### src/rtl/gcd_pkg.sv
// Shared register map and field positions for the gated clock divider.
// Assumes a 2-bit register address space.
package gcd_pkg;
    typedef enum logic [1:0] {
        SEL_DIV   = 2'd0,
        SEL_GATE  = 2'd1,
        SEL_STAT  = 2'd2,
        SEL_SPARE = 2'd3
    } reg_sel_e;

    localparam int BUSY_LSB = 3;
    localparam int BUSY_MSB = 4;
endpackage

### src/rtl/gcd_regs.sv
// Register file of the divider: divisor code, gate bit and busy flag.
// Assumes DW > FW. A divisor write is taken only when its data fits the
// field and no earlier write is still pending; busy clears on apply.
module gcd_regs #(
    parameter int DW = 8,
    parameter int FW = 5
) (
    input  logic          clk,
    input  logic          rst_n,
    input  logic          wr_en,
    input  logic [1:0]    wr_addr,
    input  logic [DW-1:0] wr_data,
    input  logic [1:0]    rd_addr,
    input  logic          apply,
    output logic [DW-1:0] rd_data,
    output logic [FW-1:0] div_code,
    output logic          gate_on,
    output logic          busy
);
    import gcd_pkg::*;

    logic [FW-1:0] div_code_q;
    logic          gate_q;
    logic          busy_q;
    logic          over_range;
    logic          div_wr;
    logic          div_take;
    logic          gate_wr;
    reg_sel_e      wsel;
    reg_sel_e      rsel;

    assign wsel       = reg_sel_e'(wr_addr);
    assign rsel       = reg_sel_e'(rd_addr);
    assign over_range = |wr_data[DW-1:FW];
    assign div_wr     = wr_en && (wsel == SEL_DIV);
    assign div_take   = div_wr && !over_range && !busy_q;
    assign gate_wr    = wr_en && (wsel == SEL_GATE);

    // Hold the accepted divisor code.
    always_ff @(posedge clk) begin
        if (!rst_n) begin
            div_code_q <= '0;
        end else if (div_take) begin
            div_code_q <= wr_data[FW-1:0];
        end
    end

    // Raise busy on an accepted write, drop it when the boundary loads it.
    always_ff @(posedge clk) begin
        if (!rst_n) begin
            busy_q <= 1'b0;
        end else if (div_take) begin
            busy_q <= 1'b1;
        end else if (apply) begin
            busy_q <= 1'b0;
        end
    end

    // Hold the gate bit.
    always_ff @(posedge clk) begin
        if (!rst_n) begin
            gate_q <= 1'b0;
        end else if (gate_wr) begin
            gate_q <= wr_data[0];
        end
    end

    // Select read data by address.
    always_comb begin
        rd_data = '0;
        case (rsel)
            SEL_DIV:  rd_data[FW-1:0] = div_code_q;
            SEL_GATE: rd_data[0] = gate_q;
            SEL_STAT: rd_data[BUSY_MSB:BUSY_LSB] = {2{busy_q}};
            default:  rd_data = '0;
        endcase
    end

    assign div_code = div_code_q;
    assign gate_on  = gate_q;
    assign busy     = busy_q;


    reject_wide_chk: assert property (@(posedge clk) disable iff (!rst_n)
        (div_wr && over_range && !busy_q) |=> ($stable(div_code_q) && !$rose(busy_q)));


    busy_rise_chk: assert property (@(posedge clk) disable iff (!rst_n)
        $rose(busy_q) |-> $past(wr_en && (wsel == SEL_DIV)));


    busy_fall_chk: assert property (@(posedge clk) disable iff (!rst_n)
        $fell(busy_q) |-> $past(apply));


    busy_ignore_chk: assert property (@(posedge clk) disable iff (!rst_n)
        (busy_q && div_wr) |=> $stable(div_code_q));
endmodule

### src/rtl/gcd_ratio_dec.sv
// Turns a divisor code into a ratio and its high and low phase lengths.
// Assumes CW can hold the largest ratio. The wide variant reads the top
// code bit as a prescale select; the narrow variant takes the code as is.
module gcd_ratio_dec #(
    parameter int LOW_W     = 5,
    parameter int WIDE      = 0,
    parameter int PRE_SHIFT = 6,
    parameter int FW        = 5,
    parameter int CW        = 6
) (
    input  logic [FW-1:0] code,
    output logic [CW-1:0] ratio,
    output logic [CW-1:0] hi_len,
    output logic [CW-1:0] lo_len
);
    localparam logic [CW-1:0] FULL_RATIO = CW'(1) << FW;
    localparam logic [CW-1:0] MIN_RATIO  = CW'(2);

    logic [CW-1:0] raw;

    generate
        if (WIDE != 0) begin : g_wide
            logic [CW-1:0] low_ext;
            assign low_ext = CW'(code[LOW_W-1:0]);
            assign raw = code[FW-1] ? (low_ext << PRE_SHIFT) : CW'(code);
        end else begin : g_plain
            assign raw = CW'(code);
        end
    endgenerate

    // Map zero to the full ratio and clamp the ratio to the minimum.
    always_comb begin
        if (raw == '0) begin
            ratio = FULL_RATIO;
        end else if (raw == CW'(1)) begin
            ratio = MIN_RATIO;
        end else begin
            ratio = raw;
        end
        hi_len = ratio >> 1;
        lo_len = ratio - hi_len;
    end
endmodule

### src/rtl/gcd_phase_gen.sv
// Produces the divided clock as a registered phase bit with a phase counter.
// Assumes hi_len, lo_len and ratio are at least 1. New lengths and the gate
// are sampled only at the end of a low phase, so no runt pulse can occur.
module gcd_phase_gen #(
    parameter int CW = 6
) (
    input  logic          clk,
    input  logic          rst_n,
    input  logic          gate_on,
    input  logic [CW-1:0] ratio,
    input  logic [CW-1:0] hi_len,
    input  logic [CW-1:0] lo_len,
    output logic          clk_out,
    output logic          boundary
);
    logic          phase_q;
    logic [CW-1:0] left_q;
    logic [CW-1:0] lo_keep_q;
    logic          last;

    assign last     = (left_q == CW'(1));
    assign boundary = last && !phase_q;

    // Step the phase counter and switch phase on its last cycle.
    always_ff @(posedge clk) begin
        if (!rst_n) begin
            phase_q   <= 1'b0;
            left_q    <= CW'(1);
            lo_keep_q <= CW'(1);
        end else if (last) begin
            if (phase_q) begin
                phase_q <= 1'b0;
                left_q  <= lo_keep_q;
            end else if (gate_on) begin
                phase_q   <= 1'b1;
                left_q    <= hi_len;
                lo_keep_q <= lo_len;
            end else begin
                left_q <= ratio;
            end
        end else begin
            left_q <= left_q - CW'(1);
        end
    end

    assign clk_out = phase_q;


    gate_off_low_chk: assert property (@(posedge clk) disable iff (!rst_n)
        (!phase_q && !gate_on) |=> !phase_q);


    start_at_edge_chk: assert property (@(posedge clk) disable iff (!rst_n)
        $rose(phase_q) |-> ($past(boundary) && $past(gate_on)));


    fall_on_last_chk: assert property (@(posedge clk) disable iff (!rst_n)
        $fell(phase_q) |-> $past(last));
endmodule

### src/rtl/gated_clk_div.sv
// Top of the gated programmable clock divider.
// Assumes a single parent clock and synchronous active-low reset. WIDE
// selects the 6-bit code with a prescale bit; widths derive from parameters.
module gated_clk_div #(
    parameter int DATA_W    = 8,
    parameter int LOW_W     = 5,
    parameter int WIDE      = 0,
    parameter int PRE_SHIFT = 6
) (
    input  logic              clk,
    input  logic              rst_n,
    input  logic              wr_en,
    input  logic [1:0]        wr_addr,
    input  logic [DATA_W-1:0] wr_data,
    input  logic [1:0]        rd_addr,
    output logic [DATA_W-1:0] rd_data,
    output logic              busy,
    output logic              clk_out
);
    localparam int FW        = LOW_W + ((WIDE != 0) ? 1 : 0);
    localparam int PRE_MAX   = (WIDE != 0) ? (((1 << LOW_W) - 1) << PRE_SHIFT) : 0;
    localparam int MAX_RATIO = (PRE_MAX > (1 << FW)) ? PRE_MAX : (1 << FW);
    localparam int CW        = $clog2(MAX_RATIO + 1);

    logic [FW-1:0] div_code;
    logic          gate_on;
    logic          boundary;
    logic [CW-1:0] ratio;
    logic [CW-1:0] hi_len;
    logic [CW-1:0] lo_len;

    gcd_regs #(
        .DW (DATA_W),
        .FW (FW)
    ) i_regs (
        .clk      (clk),
        .rst_n    (rst_n),
        .wr_en    (wr_en),
        .wr_addr  (wr_addr),
        .wr_data  (wr_data),
        .rd_addr  (rd_addr),
        .apply    (boundary),
        .rd_data  (rd_data),
        .div_code (div_code),
        .gate_on  (gate_on),
        .busy     (busy)
    );

    gcd_ratio_dec #(
        .LOW_W     (LOW_W),
        .WIDE      (WIDE),
        .PRE_SHIFT (PRE_SHIFT),
        .FW        (FW),
        .CW        (CW)
    ) i_ratio (
        .code   (div_code),
        .ratio  (ratio),
        .hi_len (hi_len),
        .lo_len (lo_len)
    );

    gcd_phase_gen #(
        .CW (CW)
    ) i_phase (
        .clk      (clk),
        .rst_n    (rst_n),
        .gate_on  (gate_on),
        .ratio    (ratio),
        .hi_len   (hi_len),
        .lo_len   (lo_len),
        .clk_out  (clk_out),
        .boundary (boundary)
    );
endmodule

### config.mk
export PLATFORM = sky130hd
export DESIGN_NAME = gated_clk_div
export DESIGN_NICKNAME = d
export VERILOG_FILES = /design/src/rtl/gcd_pkg.sv /design/src/rtl/gcd_regs.sv /design/src/rtl/gcd_ratio_dec.sv /design/src/rtl/gcd_phase_gen.sv /design/src/rtl/gated_clk_div.sv
export SDC_FILE = /design/constraint.sdc
export NUM_CORES = 1
export LEC_CHECK = 0
export BUFFER_PORTS_ARGS = -buffer_cell sky130_fd_sc_hd__buf_2
export CELL_PAD_IN_SITES_DETAIL_PLACEMENT = 0
export CELL_PAD_IN_SITES_GLOBAL_PLACEMENT = 1
export CORE_UTILIZATION = 42
export CTS_BUF_LIST = sky130_fd_sc_hd__clkbuf_4
export CTS_CLUSTER_DIAMETER = 80
export DETAILED_ROUTE_END_ITERATION = 6
export PLACE_DENSITY = 0.8
export REMOVE_ABC_BUFFERS = 1
export SLEW_MARGIN = 20
export SYNTH_ARGS = -nofsm -noshare
export SYNTH_HDL_FRONTEND = slang
export SYNTH_SLANG_ARGS = --single-unit
### constraint.sdc
create_clock -name clk -period 2.9 [get_ports clk]
set_clock_uncertainty 0.15 [all_clocks]
set_input_delay 0.435 -clock clk [delete_from_list [all_inputs] [get_ports clk]]
set_output_delay 0.435 -clock clk [all_outputs]
set_load 0.01 [all_outputs]
# Word level (Yosys, flattened, before mapping)
# Cells that the tools add are included.
dict set report classes {
  n_shift 0
  bitwise_logic 1
  multipliers 0
  n_mux 12
  n_lt_le_gt_ge 0
  n_eq_ne 5
  n_reduce_logical 14
  n_div 0
  n_addsub 2
}
# cell count
set ops {}
lappend ops {{two-way mux 6 bit} 4}
lappend ops {{equality test 6 x 1 -> 1 bit (second input constant)} 1}
lappend ops {{zero test 6 bit} 1}
lappend ops {{subtractor 6 x 1 -> 6 bit (second input constant)} 1}
lappend ops {{subtractor 6 x 5 -> 6 bit} 1}
lappend ops {{equality test 5 x 1 -> 1 bit (second input constant)} 1}
lappend ops {{logical AND 1 bit} 5}
lappend ops {{two-way mux 5 bit} 1}
lappend ops {{equality test 2 x 1 -> 1 bit (second input constant)} 2}
lappend ops {{zero test 2 bit} 2}
lappend ops {{two-way mux 1 bit} 4}
lappend ops {{case mux 2 bit (2 select lines)} 1}
lappend ops {{zero test 1 bit} 3}
lappend ops {{AND reduction 3 bit} 1}
lappend ops {{OR reduction 3 bit} 1}
lappend ops {{equality test 2 bit (second input constant)} 1}
lappend ops {{two-way mux 2 bit} 1}
lappend ops {{case mux 1 bit (2 select lines)} 1}
lappend ops {{nonzero test 2 bit} 1}
lappend ops {{NOT 1 bit} 1}
dict set report word_totals {
  ff_bits 20
  mem_bits_ro 0
  mem_count 0
  wordCells 40
  ramBits 0
  out_inout_bits 10
  inputBits 15
  latchBits 0
}

# Longest topological paths before layout
dict set report logic_depth {
  ltp_word 6
  ltp_mapped 10
}

# By module
# Synthesis repeated with hierarchy kept, for this count alone.
dict set report hier_totals {
  cells_unflattened 174
  hier_area_um2 1501.4
}
# module n_inst cells_per_inst area_each_um2 seq_area_each_um2
set modules_own_cells {}
lappend modules_own_cells {gcd_phase_gen 1 85 790.8 260.2}
lappend modules_own_cells {gcd_regs 1 45 389.1 140.1}
lappend modules_own_cells {gcd_ratio_dec 1 44 321.6 0.0}

# Worst setup path before layout
# No wires, ideal clock.
dict set report synth_timing {
  path_type {register to register}
  startpoint {register i_regs.div_code_q[3], in the netlist i_regs.div_code[3]}
  endpoint {register i_phase.lo_keep_q[4]}
  period_less_slack_ns 2.258
  path_stages_with_launch 10
  setup_slack_ns 0.642
  arrival_time_ns 1.976
  n_path_buf 1
  cell_sequence {dfxtp_1 buf_2 or3_1 o21ai_0 ha_1 fa_1 nor2_1 a221o_1 a32oi_1 o311ai_1}
}
dict set report synth_via {
  elab_chain_len 4
  word_cells_on_any_way 5
  cone_classes {1 x add/sub; 1 x eq/ne; 2 x mux; 1 x reduce/logical}
}
# element line_no
set synth_lines {}
lappend synth_lines {{from (decl)} gcd_regs.sv:22} ;# logic [FW-1:0] div_code_q;
lappend synth_lines {{from (signal assigned)} gcd_regs.sv:44} ;# div_code_q <= wr_data[FW-1:0];
lappend synth_lines {{equality test 5 x 1 -> 1 bit} gcd_ratio_dec.sv:35} ;# end else if (raw == CW'(1)) begin
lappend synth_lines {{two-way mux 5 bit} gcd_ratio_dec.sv:35}
lappend synth_lines {{two-way mux 6 bit *} gcd_ratio_dec.sv:33} ;# if (raw == '0) begin
lappend synth_lines {{subtractor 6 x 5 -> 6 bit *} gcd_ratio_dec.sv:41} ;# lo_len = ratio - hi_len;
lappend synth_lines {{to (signal assigned)} gcd_phase_gen.sv:37} ;# lo_keep_q <= lo_len;
lappend synth_lines {{to (decl)} gcd_phase_gen.sv:18} ;# logic [CW-1:0] lo_keep_q;
# Every way passes the cells marked *; elsewhere a longest branch is shown, timed or not.
# A chain may end at the register's enable or synchronous reset.

# Worst setup path in the final report
dict set report layout_timing {
  startpoint {register i_regs.div_code_q[2], in the netlist i_regs.div_code[2]}
  endpoint {register i_phase.lo_keep_q[4]}
}
# The elaborated chain is that of the path after synthesis.

==> flow_metrics.env <==
export IMPL_status="finished, final reports clean"
export IMPL_ant_nets=0
export IMPL_drc=0
export IMPL_cts_resized=0
export IMPL_rsz0062_at_grt="no"
export IMPL_grt_total_usage_pct=19.67
export IMPL_areaGrowthSynthToFinish_pct=11.93
export IMPL_timing_rr_start="i_regs.div_code[2]"
export IMPL_worstPathArrival_ns=2.56
export IMPL_postSynthCellCount=157
export IMPL_finalSetupTns_ns=0
export IMPL_max_stage_delay_ns=0.44
export IMPL_cp_depth=8
export IMPL_synth_xor_area_share_pct=4.790
export IMPL_synthAdderAreaFrac_pct=8.407
export IMPL_synth_top_family_by_area="simple AND/OR/NAND/NOR gates"
export IMPL_ys_ff_latch=20
export IMPL_vdd_ir_drop_max_mv=0.3868
export IMPL_async_flop_share_pct=0
export IMPL_core_area_sq_um=2829
export IMPL_root_buffer="clkbuf_4"
export IMPL_io_pins=25
export IMPL_total_power_mw=0.8723
export IMPL_fmax_mhz=397.6
export IMPL_cap_violations=0
export IMPL_wire_per_inst_um=14.13
export IMPL_place_hpwl_um=2199
export IMPL_yosysTopAreaCell="dfxtp_1"
export IMPL_period_share_pct=86.74
export IMPL_grt_antenna_before_repair=0
export IMPL_synth_warnings=0
export IMPL_synthesis_area_sq_um=1280
export IMPL_ff_latch_area_sq_um=400.4
export IMPL_fp_dieW_um=57.21
export IMPL_min_delay_path_depth=3
export IMPL_postCtsHoldBufs=0
export IMPL_drive_gt1_share_pct=17.34
export IMPL_multi_input_area_sq_um=794.5
export IMPL_nFillCells=275
export IMPL_rrSetupSlack_ns=0.38
export IMPL_finalSetupViolCount=0
export IMPL_cts_tree="done"
export IMPL_synthFlopType="dfxtp_1"
export IMPL_synth_area_mux_share_pct=6.256
export IMPL_path_buf_inv=0
export IMPL_clock_path_buffers=2
export IMPL_power_density_nw_per_um2=608.9
export IMPL_whs_endpoint="i_regs.div_code[1]"
export IMPL_dieArea_sq_um=3272
export IMPL_worstSkewPairLatency_ns=0.31
export IMPL_worstSetupPathType="flip-flop to flip-flop"
export IMPL_synth_compound_area_share_pct=18.08
export IMPL_drtIter0Drc=37
export IMPL_avgSynthCellArea_sq_um=8.153
export IMPL_finalHoldViolCount=0
export IMPL_finalWirelength_um=2883
export IMPL_r2r_cells=8
export IMPL_numCtsBuffers=3
export IMPL_num_antenna_cells=0
export IMPL_grt_pass1_vias=1066
export IMPL_htree_levels=1
export IMPL_synth_cell_types=44
export IMPL_cts_setup_buffers=0
export IMPL_place_gp_congestion=0.8442
export IMPL_grt_overflow_total=0
export IMPL_crit_fanout=9
export IMPL_grt_pass1_wl_um=4940
export IMPL_crit_chain="or3_1, o21ai_0, ha_1, fa_1, nor2_1, a221o_1, a32oi_1, o311ai_1"
export IMPL_crit_family="compound AO/OA/AOI/OAI gates"
export IMPL_start_kind="flip-flop"
export IMPL_yosys_top_cells_area="dfxtp_1, ha_1, mux2i_1, nor2_1, a211oi_1"
export IMPL_nets=197
export IMPL_yosysTopAreaCellShare_pct=31.28
export IMPL_max_slew_margin_pct=66.12
export IMPL_hold_path_class="input pin to flip-flop"
export IMPL_die_h_um=57.21
export IMPL_yosysMostFrequentCell="dfxtp_1"
export IMPL_yosysSeqAreaShare_pct=31.28
export IMPL_final_min_clock_period_ns=2.515
export IMPL_grt_max_degree=17
export IMPL_timing_final_ws_setup_ns=0.3847
export IMPL_path_clk_slew_ns=0.12
export IMPL_worstHoldStart="wr_data[1]"
export IMPL_crit_required_ns=2.95
export IMPL_end_kind="flip-flop"
export IMPL_clock_sinks=20
export IMPL_io_buffers=21
export IMPL_drt_first_pass_iters=4
export IMPL_synth_edf_count=0
export IMPL_hold_slack_ns=0.2085
export IMPL_initial_core_util_pct=45.25
export IMPL_vias=1161
export IMPL_crit_slowest_cell="or3_1"
export IMPL_r2r_end="i_phase.lo_keep_q[4]"
export IMPL_maxSlewViolCount=0
export IMPL_vias_per_cell=5.691
export IMPL_yosys_area_share_simple_pct=23.66
export IMPL_synth_commonest_cells="dfxtp_1, nor2_1, a21oi_1, nand2_1"
export IMPL_power_leakage_nw=0.6252
export IMPL_dp_slack_ns=0.4220
export IMPL_worstMarginPinSlew_ns=0.5075
export IMPL_rows=19
-- cell families (layout without fill, tap and decap cells) --
logic type	after synthesis	after routing
AOI/OAI and AO/OA	33	33
xor gates and xnor gates	7	7
adders and majority gates	8	8
buffers and inverters	21	35
DFF	20	20
muxes	8	8
other	1	3
and+or+nand+nor	59	59
-- cell type report --
class	count	area share, %
Inverter	9	2.358
Timing Repair Buffer	22	7.860
Sequential cell	20	27.95
Multi-Input combinational cell	118	55.46
Clock buffer	3	1.572
Tap cell	31	2.707
Clock inverter	1	2.096
-- worst min-delay path: cells and delay by family --
kind                   cells  cell delay (ns)
AND/OR/NAND/NOR            1             0.07
multiplexers               1             0.05
buffers and inverters      1             0.07
-- per-layer routing --
layer | global-route usage (%) | up-vias | share of wire, %
li1 | - | 583 | -
met1 | 26.94 | 552 | 47
met2 | 31.26 | 22 | 47
met3 | 5.215 | 4 | 3.9
met4 | 4.181 | 0 | 1.5
met5 | 0 | - | 0
-- sequential cells by signal, summed over array words and instances, names as in the netlist --
register           cells
i_phase.clk_out        1
i_phase.left_q         6
i_phase.lo_keep_q      6
i_regs.busy            1
i_regs.div_code        5
i_regs.gate_on         1
-- worst max path at each step --
stage | from | to | slack, ns
6_report | i_regs.div_code[2] | i_phase.lo_keep_q[4] | 0.38
3_5_place_dp | i_regs.div_code[3] | i_phase.lo_keep_q[3] | 0.42
4_1_cts | i_regs.div_code[3] | i_phase.lo_keep_q[3] | 0.36
3_3_place_gp | i_regs.div_code[2] | i_phase.lo_keep_q[4] | 0.51
2_1_floorplan | i_regs.div_code[2] | i_phase.lo_keep_q[4] | 0.68
5_1_grt | i_regs.div_code[3] | i_phase.lo_keep_q[3] | 0.17
-- per-stage QoR --
step                area (sq um)  std cells  utilization [%]
floorplan                   1229        147                -
global placement            1380        200            48.78
detailed placement          1380        200            48.78
CTS                         1433        204            50.64
global route                1433        204            50.64
finish                      1433        204            50.64
-- report_power, final --
group	total (mW)	internal [mW]	leakage (nW)	switching [mW]
Combinational	0.276	0.125	0.435	0.151
Clock	0.232	0.140	0.0279	0.0919
Sequential	0.364	0.318	0.163	0.0466
Total	0.872	0.583	0.625	0.290
-- placed cells by master, fill, tap and decap left out, types with 2 or more instances in the layout --
master	instances
inv_1	8
xnor2_1	5
nor3b_1	2
clkbuf_4	3
buf_2	21
nor3_1	4
ha_1	7
conb_1	3
a21oi_1	10
o311a_1	2
o21ai_0	3
nand2b_1	2
or3_1	3
nor2_1	19
nor2b_1	3
dfxtp_1	20
xor2_1	2
mux2i_1	8
o21a_1	2
nand3_1	7
nand2_1	9
a211oi_1	7
No activity file was read; power rests on OpenSTA's default activity.
